[config.mk]
export PLATFORM = sky130hd
export DESIGN_NAME = dual_irq_ctrl
export DESIGN_NICKNAME = d
export VERILOG_FILES = /design/src/rtl/intc_pkg.sv /design/src/rtl/intc_setclr_reg.sv /design/src/rtl/intc_reqline.sv /design/src/rtl/dual_irq_ctrl.sv
export SDC_FILE = /design/constraint.sdc
export NUM_CORES = 1
export LEC_CHECK = 0
export BUFFER_PORTS_ARGS = -buffer_cell sky130_fd_sc_hd__buf_4
export CORE_ASPECT_RATIO = 0.9
export CORE_MARGIN = 10
export CORE_UTILIZATION = 40
export CTS_CLUSTER_DIAMETER = 200
export DETAILED_ROUTE_END_ITERATION = 10
export GPL_ROUTABILITY_DRIVEN = 0
export PLACE_DENSITY_LB_ADDON = 0.3
export SYNTH_ARGS = -nofsm -noshare
export SYNTH_HDL_FRONTEND = slang
export SYNTH_SLANG_ARGS = --single-unit
export TNS_END_PERCENT = 100
[constraint.sdc]
create_clock -name clk -period 2.2 [get_ports clk]
set_input_delay 0.44 -clock clk [delete_from_list [all_inputs] [get_ports clk]]
set_output_delay 0.44 -clock clk [all_outputs]
set_load 0.01 [all_outputs]
[src/rtl/intc_pkg.sv]
package intc_pkg;
    localparam int ADDR_W = 8;
    localparam int DATA_W = 32;

    localparam logic [ADDR_W-1:0] A_IRQ_MSK  = 8'h00;
    localparam logic [ADDR_W-1:0] A_IRQ_RAW  = 8'h04;
    localparam logic [ADDR_W-1:0] A_IRQ_SET  = 8'h08;
    localparam logic [ADDR_W-1:0] A_IRQ_CLR  = 8'h0C;
    localparam logic [ADDR_W-1:0] A_SOFT_SET = 8'h10;
    localparam logic [ADDR_W-1:0] A_SOFT_CLR = 8'h14;
    localparam logic [ADDR_W-1:0] A_FIQ_MSK  = 8'h20;
    localparam logic [ADDR_W-1:0] A_FIQ_RAW  = 8'h24;
    localparam logic [ADDR_W-1:0] A_FIQ_SET  = 8'h28;
    localparam logic [ADDR_W-1:0] A_FIQ_CLR  = 8'h2C;
    localparam logic [ADDR_W-1:0] A_PASS     = 8'h30;

    typedef logic [DATA_W-1:0] word_t;
endpackage

[src/rtl/intc_setclr_reg.sv]
module intc_setclr_reg #(
    parameter int W = 32
) (
    input  logic         clk,
    input  logic         rst_n,
    input  logic [W-1:0] set_i,
    input  logic [W-1:0] clr_i,
    output logic [W-1:0] q_o
);
    // clear wins when both strobes hit the same bit
    always_ff @(posedge clk) begin
        if (!rst_n) q_o <= '0;
        else        q_o <= (q_o | set_i) & ~clr_i;
    end
endmodule

[src/rtl/intc_reqline.sv]
module intc_reqline #(
    parameter int W = 32
) (
    input  logic         clk,
    input  logic         rst_n,
    input  logic [W-1:0] vec_i,
    output logic         req_o
);
    always_ff @(posedge clk) begin
        if (!rst_n) req_o <= 1'b0;
        else        req_o <= |vec_i;
    end
endmodule

[src/rtl/dual_irq_ctrl.sv]
module dual_irq_ctrl
    import intc_pkg::*;
#(
    parameter bit PASS_EN = 1'b1
) (
    input  logic              clk,
    input  logic              rst_n,
    input  logic [DATA_W-1:0] src_in,
    input  logic [ADDR_W-1:0] addr,
    input  logic              wr_en,
    input  logic [DATA_W-1:0] wr_data,
    input  logic              rd_en,
    output logic [DATA_W-1:0] rd_data,
    output logic              irq_o,
    output logic              fiq_o,
    output logic [DATA_W-1:0] pass_o
);
    word_t irq_en, fiq_en, soft_q, pass_q;
    word_t raw_stat, irq_mstat, fiq_mstat;
    word_t rd_mux;

    function automatic word_t strobe(input logic [ADDR_W-1:0] a);
        return (wr_en && addr == a) ? wr_data : '0;
    endfunction

    intc_setclr_reg #(.W(DATA_W)) u_irq_en (
        .clk(clk), .rst_n(rst_n),
        .set_i(strobe(A_IRQ_SET)), .clr_i(strobe(A_IRQ_CLR)), .q_o(irq_en));

    intc_setclr_reg #(.W(DATA_W)) u_fiq_en (
        .clk(clk), .rst_n(rst_n),
        .set_i(strobe(A_FIQ_SET)), .clr_i(strobe(A_FIQ_CLR)), .q_o(fiq_en));

    intc_setclr_reg #(.W(DATA_W)) u_soft (
        .clk(clk), .rst_n(rst_n),
        .set_i(strobe(A_SOFT_SET)), .clr_i(strobe(A_SOFT_CLR)), .q_o(soft_q));

    generate
        if (PASS_EN) begin : g_pass
            always_ff @(posedge clk) begin
                if (!rst_n)                       pass_q <= '0;
                else if (wr_en && addr == A_PASS) pass_q <= wr_data;
            end
        end else begin : g_nopass
            assign pass_q = '0;
        end
    endgenerate

    assign raw_stat  = src_in | soft_q;
    assign irq_mstat = raw_stat & irq_en;
    assign fiq_mstat = raw_stat & fiq_en;
    assign pass_o    = raw_stat & pass_q;

    intc_reqline #(.W(DATA_W)) u_irq_line (
        .clk(clk), .rst_n(rst_n), .vec_i(irq_mstat), .req_o(irq_o));

    intc_reqline #(.W(DATA_W)) u_fiq_line (
        .clk(clk), .rst_n(rst_n), .vec_i(fiq_mstat), .req_o(fiq_o));

    always_comb begin
        unique case (addr)
            A_IRQ_MSK: rd_mux = irq_mstat;
            A_IRQ_RAW: rd_mux = raw_stat;
            A_FIQ_MSK: rd_mux = fiq_mstat;
            A_FIQ_RAW: rd_mux = raw_stat;
            A_FIQ_SET: rd_mux = fiq_en;
            A_PASS:    rd_mux = pass_q;
            default:   rd_mux = '0;
        endcase
    end

    always_ff @(posedge clk) begin
        if (!rst_n)     rd_data <= '0;
        else if (rd_en) rd_data <= rd_mux;
        else            rd_data <= '0;
    end
endmodule

## Word level (Yosys, flattened, before mapping)

Index checks and enable logic that the tools add are counted.
W data, S select, Z words.

- Eq/ne operators: 10
- Muxes and demuxes: 7
- Bitwise operators: 13
- Reductions and logical operators: 12

Operator list:

| kind | number |
|---|---|
| $and A32 B32 Y32 | 6 |
| $mux W32 | 6 |
| $pmux W32 S5 | 1 |
| $or A32 B32 Y32 | 4 |
| $not A32 Y32 | 3 |
| $reduce_or A32 Y1 | 2 |
| $eq A8 B6 Y1 const B | 5 |
| $eq A8 B4 Y1 const B | 2 |
| $eq A8 B5 Y1 const B | 2 |
| $eq A8 B3 Y1 const B | 1 |
| $logic_not A8 Y1 | 1 |
| $logic_and A1 B1 Y1 | 7 |
| $reduce_and A2 Y1 | 1 |
| $reduce_or A2 Y1 | 1 |

- Flip-flop bits (word level): 162
- Input port bits: 76
- Output and inout port bits: 66
- Word-level logic and storage cells: 49

## Logic depth before layout (Yosys ltp)

Gate-level depths: netlist of run 1.

- Depth after elaboration: 5
- Depth in mapped cells: 8
- Gate-level depth less buffers: 4

## By module

A second synthesis of run 1 with hierarchy kept.

- Cell total of the unflattened synthesis: 1051
- Area, all modules: 9176.3 um^2

By module, submodules not included:

| module | instances | cells each | area each (um^2) | seq. area each (um^2) |
|---|---|---|---|---|
| dual_irq_ctrl | 1 | 730 | 5429.0 | 1281.2 |
| intc_setclr_reg | 3 | 99 | 1184.9 | 640.6 |
| intc_reqline | 2 | 12 | 96.3 | 20.0 |

## Worst setup path before layout of run 1

No wires, ideal clock.

- Path kind: input-to-reg
- Start point: in addr[4]
- End point: reg u_fiq_en.q_o[26]
- Library setup time: 140 ps
- Data arrival time: 1865 ps
- Required time: 2060 ps
- Slack: 195 ps
- Stages: 5
- Buffers on the path: 2
- Path through: or3_1 clkbuf_1 nor4_1 clkbuf_1 a211oi_1

- Cells in the longest elaborated chain, start to end: 5
- Elaborated cells on any way between the ends: 9
- Those cells by class: 2 x eq/ne; 2 x mux; 3 x bitwise; 2 x reduce/logical

Ends and longest elaborated chain:

| what | line | RTL |
|---|---|---|
| start: declaration | dual_irq_ctrl.sv:9 | `input logic [ADDR_W-1:0] addr,` |
| $eq A8 B6 Y1 | dual_irq_ctrl.sv:23 | `return (wr_en && addr == a) ? wr_data : '0;` |
| $logic_and A1 B1 Y1 | dual_irq_ctrl.sv:23 |  |
| $mux W32 | dual_irq_ctrl.sv:23 |  |
| $or A32 B32 Y32 or $not A32 Y32 (tied branches) | intc_setclr_reg.sv:13 | `else q_o <= (q_o \| set_i) & ~clr_i;` |
| $and A32 B32 Y32 (*) | intc_setclr_reg.sv:13 |  |
| end signal: assignment | intc_setclr_reg.sv:13 |  |
| end: declaration | intc_setclr_reg.sv:8 | `output logic [W-1:0] q_o` |

Every way passes the cells marked *; elsewhere a longest branch is shown, timed or not.
A chain may end at the register's enable or synchronous reset.

## Worst setup path in the final report of run 1

- Start point: reg u_soft.q_o[1]
- End point: reg u_irq_line.req_o

- Cells in the longest elaborated chain, start to end: 3

Ends and longest elaborated chain:

| what | line | RTL |
|---|---|---|
| start: declaration | intc_setclr_reg.sv:8 |  |
| start signal: assignment | intc_setclr_reg.sv:13 |  |
| $or A32 B32 Y32 | dual_irq_ctrl.sv:49 | `assign raw_stat = src_in \| soft_q;` |
| $and A32 B32 Y32 | dual_irq_ctrl.sv:50 | `assign irq_mstat = raw_stat & irq_en;` |
| $reduce_or A32 Y1 | intc_reqline.sv:11 | `else req_o <= \|vec_i;` |
| end signal: assignment | intc_reqline.sv:11 |  |
| end: declaration | intc_reqline.sv:7 | `output logic req_o` |

Every way passes these cells.

==> flow_summary.toml, run 1 <==
[status]
status = "complete, no violations"

[grt]
grt-ovfl-total = 0
track_usage_pct = 21.97
grt_max_degree = 60
grt_pass1_wl_mm = 41.68
antenna_found_initial = 1
grt_pass1_vias = 7084

[finish]
fill_cells = 1625
syn_to_final_growth_pct = 29.13
drive_gt1_share_pct = 25.66
layout.nets = 1053
layout_common_cells = "174 x buf_4, 162 x dfxtp_1, 142 x a21oi_1"
final_common_cell = "buf_4"

[clock_network]
cts_hold_buf = 0
cts.reportedPaths.clkPinSlew_ps = 70
root_buffer = "clkbuf_16"
clock_latency_ps = 430
clock_sinks = 162
cts_tree = "yes"
cts_max_level = 4
cts_setup_buffers = 0
cts_buffer_depth = 2
cts_resized = 0
cts_made_buffers = 17

[floorplanning]
dieArea_mm2 = 0.02414
start_util_pct = 41.20
fp.coreArea_mm2 = 0.01778
io_pins = 142
fp-row-count = 46
die_x_um = 162.7
die_h_um = 148.4

[worst_setup_path]
path_cells = "o21ai_0 > nand4_1 > nor4_1 > a21oi_1"
cp.buffers_inverters = 0
startpoint_type = "register"
worst_setup_path_end_kind = "register"
max_stage_delay_ps = 490
arrival_ps = 2110
cpLargestDelayFamily = "compound AO/OA/AOI/OAI gates"
critPathSlowestCell = "o21ai_0"
path_class = "reg2reg"
cp_max_fo = 6
crit_required_ps = 2480

[run]
maxCapViolations = 0

[synthesis]
synth_cells = 842
ys_warn_count = 0
synth-seq-area-share_pct = 44.26
ys.flop_type = "dfxtp_1"
synth_nets = 918
syn_avg_cell_area_um2 = 8.702
ys_ff_latch = 162
netlist_area_mm2 = 0.007327
async_reset_ff_share_pct = 0
yosys.cell_types.count = 45
synth-edff-count = 0

[sta]
tns_ps = 0
rsz0062_at_grt = "false"
max_freq_mhz = 547.0
hold_viol = 0
slew_viol_final = 0
setup_viol = 0
layout_min_cycle_time_ps = 1828
hold_slack_ps = 239.1
worst_slew_pin_slew_ps = 565.8
fin_skew_ps = 7.609
min_period_over_period_pct = 83.10
slew_headroom_pct = 61.88
fin_ws_ps = 371.8

[power_and_ir_drop]
p_int_w = 0.004905
p_leak_nw = 3.264
swShare_pct = 23.30
max-vdd-ir-drop_uv = 504.3
switching_power_w = 0.001490
power_density_mw_per_mm2 = 675.9
p_clk_share_pct = 47.7
comb_power_share_pct = 6.4
seqPwrFrac_pct = 46.0

[drt]
num_vias = 7497
firstDrtPassIters = 7
drt-initial-drc-count = 828
via_per_inst = 6.090
wire_per_inst_um = 22.08
wl_mm = 27.18
ant_nets = 0
drcViolationCount = 0

[place]
place_hpwl_mm = 18.86
io_buffers = 141
post-place-ws_ps = -14.50

[min_path]
hold_class = "in2reg"
## cells by family after synthesis
kind of cell    Yosys count  synth area share (%)
flops                   162                 44.26
simple gates            164                 10.64
mux                       2                0.2903
compound gates          444                 40.52
buf+inv                  70                 4.286
## layer usage
| metal | wire (µm) | global-route usage, % |
|---|---|---|
| met1 | 11730 | 29.57 |
| met2 | 12110 | 33.14 |
| met3 | 2791 | 6.126 |
| met4 | 553 | 7.207 |
| met5 | 0 | 0 |
## path summary, 6_finish.rpt
check / from / endpoint / slack (ps) / cells after the start
worst max-delay path: u_soft.q_o[1]$_SDFF_PN0_ / u_irq_line.req_o$_SDFF_PN0_ / 370 / 4
worst max register to register: u_soft.q_o[1]$_SDFF_PN0_ / u_irq_line.req_o$_SDFF_PN0_ / 370 / 4
worst min register to register: pass_q[23]$_SDFFE_PN0P_ / pass_q[23]$_SDFFE_PN0P_ / 470 / 2
worst min-delay path: wr_data[2] / u_irq_en.q_o[2]$_SDFF_PN0_ / 240 / 2
## synthesized netlist by cell type (all sizes together), types with 2 or more instances
cell type    n  area (µm²)
nor3         6       35.03
dfxtp      162        3243
o21a        26       195.2
a211oi      98       885.9
clkbuf      46       172.7
o2bb2ai      6       52.55
a21o        24       180.2
o311ai      24       210.2
and3         2       12.51
o211ai      25       187.7
a21oi      142       710.7
nand3b       2       15.01
a31oi       25       156.4
nand3        2       10.01
o21ai       66       330.3
buf         22       133.9
nor2        14       52.55
nand4       16       100.1
nor2b        6       37.54
a22oi        6       45.04
nand2       98       367.9
nor4         7       50.05
and2         2       12.51
nor4b        2       32.53
## power by group through the flow
stage | Sequential (W) | Clock [W] | Combinational (W)
2_1_floorplan | 0.00300 | 0 | 0.000128
3_3_place_gp | 0.00300 | 0 | 0.000390
3_5_place_dp | 0.00300 | 0 | 0.000392
4_1_cts | 0.00294 | 0.00309 | 0.000394
5_1_grt | 0.00294 | 0.00321 | 0.000429
6_report | 0.00294 | 0.00305 | 0.000406
## sequential cells by signal, summed over array words and instances, names as in the netlist
name / count
u_irq_en.q_o: 32
u_fiq_en.q_o: 32
pass_q: 32
rd_data: 32
u_soft.q_o: 32
u_fiq_line.req_o: 1
u_irq_line.req_o: 1
## cell type report
| type | count | area [µm²] | share of cell area, % |
|---|---|---|---|
| clock inverter | 12 | 157.7 | 1.666 |
| antenna | 1 | 2.502 | 0.02645 |
| timing repair buffer | 184 | 1506 | 15.92 |
| sequential | 162 | 3243 | 34.28 |
| tap | 240 | 300.3 | 3.174 |
| inverter | 2 | 10.01 | 0.1058 |
| multi-input combinational | 610 | 3795 | 40.11 |
| clock buffer | 20 | 446.7 | 4.721 |
## stage by stage
stage,util (%),total power [W],cell area [µm²],instances
after floorplan,-,0.003131,7327,842
after global placement,49.79,0.003394,8855,1198
after detailed placement,49.79,0.003396,8855,1198
after CTS,53.19,0.006418,9459,1230
after global routing,53.20,0.006577,9462,1231
final,53.20,0.006395,9462,1231
No activity file was read; power rests on OpenSTA's default activity.
==> run 2: changes to the inputs <==
--- a/config.mk
+++ b/config.mk
@@ -5,6 +5,7 @@
 export SDC_FILE = /design/constraint.sdc
 export NUM_CORES = 1
 export LEC_CHECK = 0
+export ABC_AREA = 1
 export BUFFER_PORTS_ARGS = -buffer_cell sky130_fd_sc_hd__buf_4
 export CORE_ASPECT_RATIO = 0.9
 export CORE_MARGIN = 10
==> constraint.sdc (replaced) <==
create_clock -name clk -period 1.61 [get_ports clk]
set_input_delay 0.322 -clock clk [delete_from_list [all_inputs] [get_ports clk]]
set_output_delay 0.322 -clock clk [all_outputs]
set_load 0.01 [all_outputs]
==> run 2 against run 1 <==
Compared with the run above: wire length fell by 0.89%; utilization shrank 0.77 points; sequential share of layout area fell by 2.4 points; final area is 7.5% higher; hold slack worse by 84 ps; critical path type is now reg2out; critical endpoint is now pass_o[31]; largest cell class unchanged.
==> flow_summary.toml, run 2 <==
[sta]
worst_slew_pin_slew_ps = 395.4
min_period_over_period_pct = 96.30
slew_viol_final = 0
slew_headroom_pct = 73.62
fin_skew_ps = 8.868
max_freq_mhz = 645.0
hold_viol = 0
setup_viol = 0
hold_slack_ps = 154.9
layout_min_cycle_time_ps = 1550
fin_ws_ps = 59.51

[min_path]
min_to = "u_irq_en.q_o[22]$_SDFF_PN0_"
hold_depth = 3
hold_path_startpoint = "wr_data[22]"
hold_class = "in2reg"

[clock_network]
cts_hold_buf = 0
cts_max_level = 4
root_buffer = "clkbuf_16"
cts.reportedPaths.clkPinSlew_ps = 70
cts_tree = "yes"
cts_setup_buffers = 0
clock_latency_ps = 430
cts_made_buffers = 17
clock_sinks = 162
cts_buffer_depth = 2

[synthesis]
ys_ff_latch = 162
synthMuxAreaShare_pct = 0
synthTopCellsByArea = "dfxtp_1 41%, nand2_1 10%, nor2_1 8.7%"
yosys.cell_types.count = 25
synth_top_family_by_area = "simple AND/OR/NAND/NOR gates"
synth_area_leader_cell = "dfxtp_1"
synth-seq-area-share_pct = 40.61
synth-compound-area-share_pct = 21.87
async_reset_ff_share_pct = 0
synth_top_cells_by_count = "215 x nand2_1, 185 x nor2_1, 165 x inv_1"
synth_cells = 1218
synthAdderAreaFrac_pct = 0
ys_warn_count = 0
synth_xor_area_share_pct = 0
netlist_area_mm2 = 0.007986
synth_nets = 1294
synth-simple-area-share_pct = 25.51
synth_most_common_cell = "nand2_1"
syn_avg_cell_area_um2 = 6.557
ys.flop_type = "dfxtp_1"
yosysTopAreaCellShare_pct = 40.61
synth-edff-count = 0

[worst_setup_path]
r2r_start = "u_soft.q_o[19]$_SDFF_PN0_"
path_cells = "nor2_2 > buf_4 > nor2_1 > buf_4"
path_class = "reg2out"
r2r_cells = 8
arrival_ps = 1230
cp_common_cell = "buf_4"
cp.buffers_inverters = 2
cp_max_fo = 3
worstReg2RegEnd = "u_irq_line.req_o$_SDFF_PN0_"
max_stage_delay_ps = 320
worst_setup_path_end_kind = "primary output"
rrSetupSlack_ps = 240
startpoint_type = "register"
crit_required_ps = 1290
cpLargestDelayFamily = "flip-flops"
critPathSlowestCell = "dfxtp_1"

[grt]
grt_pass1_wl_mm = 42.41
grt-ovfl-total = 0
grt_max_degree = 67
antenna_found_initial = 0
track_usage_pct = 20.14
grt_pass1_vias = 8071

[finish]
final_core_util_pct = 52.43
final_common_cell = "nand2_1"
syn_to_final_growth_pct = 27.35
layout.nets = 1446
n_antenna_cell = 0
fill_cells = 1955
drive_gt1_share_pct = 18.37
layout_common_cells = "207 x nand2_1, 182 x nor2_1, 175 x buf_4"

[floorplanning]
io_pins = 142
die_h_um = 154.1
fp.coreArea_mm2 = 0.01940
dieArea_mm2 = 0.02603
fp-row-count = 48
start_util_pct = 41.17
die_x_um = 168.9

[drt]
drt-initial-drc-count = 680
drcViolationCount = 0
wire_per_inst_um = 16.49
via_per_inst = 5.110
num_vias = 8345
wl_mm = 26.94
firstDrtPassIters = 7
ant_nets = 0

[power_and_ir_drop]
max-vdd-ir-drop_uv = 665.2
p_leak_nw = 4.616
power_density_mw_per_mm2 = 836.2

[run]
maxCapViolations = 0

[place]
place_hpwl_mm = 18.99
io_buffers = 141
post-place-ws_ps = -110.8

[status]
status = "complete, no violations"
[run 2: changes by cell type in the layout (fill, tap and decap cells not counted), moves of 24 or more]
cell      delta
o21ai_1     +57
nand3_1     +73
o21a_1      -26
a31oi_1     -25
nand2_1    +109
o211ai_1    -25
a211oi_2    -30
nor2_1     +168
inv_1      +165
a21o_1      -24
a211oi_1    -68
o21ai_0     +58
[run 2: worst reg2reg max path, cell delays in order (launching register included)]
cell     delay, ps
dfxtp_1        320
nor2_1         240
inv_1          130
nand2_1         70
nand2_1         50
nor2_1         150
nand2_1         90
nor2_1         140
a21oi_1         80
[run 2: worst max path at each step]
stage	to	slack, ps	from	cells after the start
CTS	pass_o[31]	4	u_soft.q_o[31]$_SDFF_PN0_	4
floorplan	u_soft.q_o[22]$_SDFF_PN0_	290	addr[7]	7
global route	pass_o[31]	-1	u_soft.q_o[31]$_SDFF_PN0_	4
detailed placement	rd_data[22]$_SDFF_PN0_	-110	addr[7]	9
finish	pass_o[31]	60	u_soft.q_o[31]$_SDFF_PN0_	4
global placement	rd_data[27]$_SDFF_PN0_	-90	addr[1]	9
[run 2: per-layer routing]
| metal | vias up | part of all wire (%) | GRT usage [%] |
|---|---|---|---|
| met5 | - | 0 | 0 |
| met4 | 0 | 1.3 | 5.302 |
| met3 | 23 | 7.5 | 5.275 |
| met2 | 311 | 46 | 32.58 |
| met1 | 3811 | 45 | 25.90 |
| li1 | 4200 | - | - |
[run 2: logic make-up after synthesis]
kind of cell	after synthesis
simple gates	492
buf+inv	226
flops	162
compound gates	338
[run 2: final cells by class]
| type | count | area (µm²) | share of cell area, % |
|---|---|---|---|
| clock buffers | 23 | 467.9 | 4.601 |
| clock inverters | 9 | 81.33 | 0.7996 |
| inverters | 169 | 636.9 | 6.262 |
| multi-input cells | 830 | 3815 | 37.51 |
| flip-flops and latches | 162 | 3243 | 31.89 |
| well taps | 250 | 312.8 | 3.075 |
| repair buffers | 190 | 1614 | 15.87 |
[run 2: per-stage QoR]
step                TNS, ps  instance area [µm²]  power [W]  instances
finish                    0                10170   0.008505       1633
global route         -1.115                10170   0.008770       1633
global placement     -562.9                 9593   0.004677       1601
floorplan                 0                 7986   0.004371       1218
detailed placement    -2019                 9593   0.004684       1601
CTS                       0                10140   0.008524       1633
[run 2: timing repair]
item	CTS	global route
hold endpoints to repair	0	0
resized for setup	0	11
setup endpoints to repair	0	11
[run 2: power breakdown]
part           internal (W)  switching (W)  leakage (nW)
Sequential          0.00401     0.00000335          1.30
Combinational      0.000223       0.000368          3.05
Clock               0.00221        0.00169         0.263
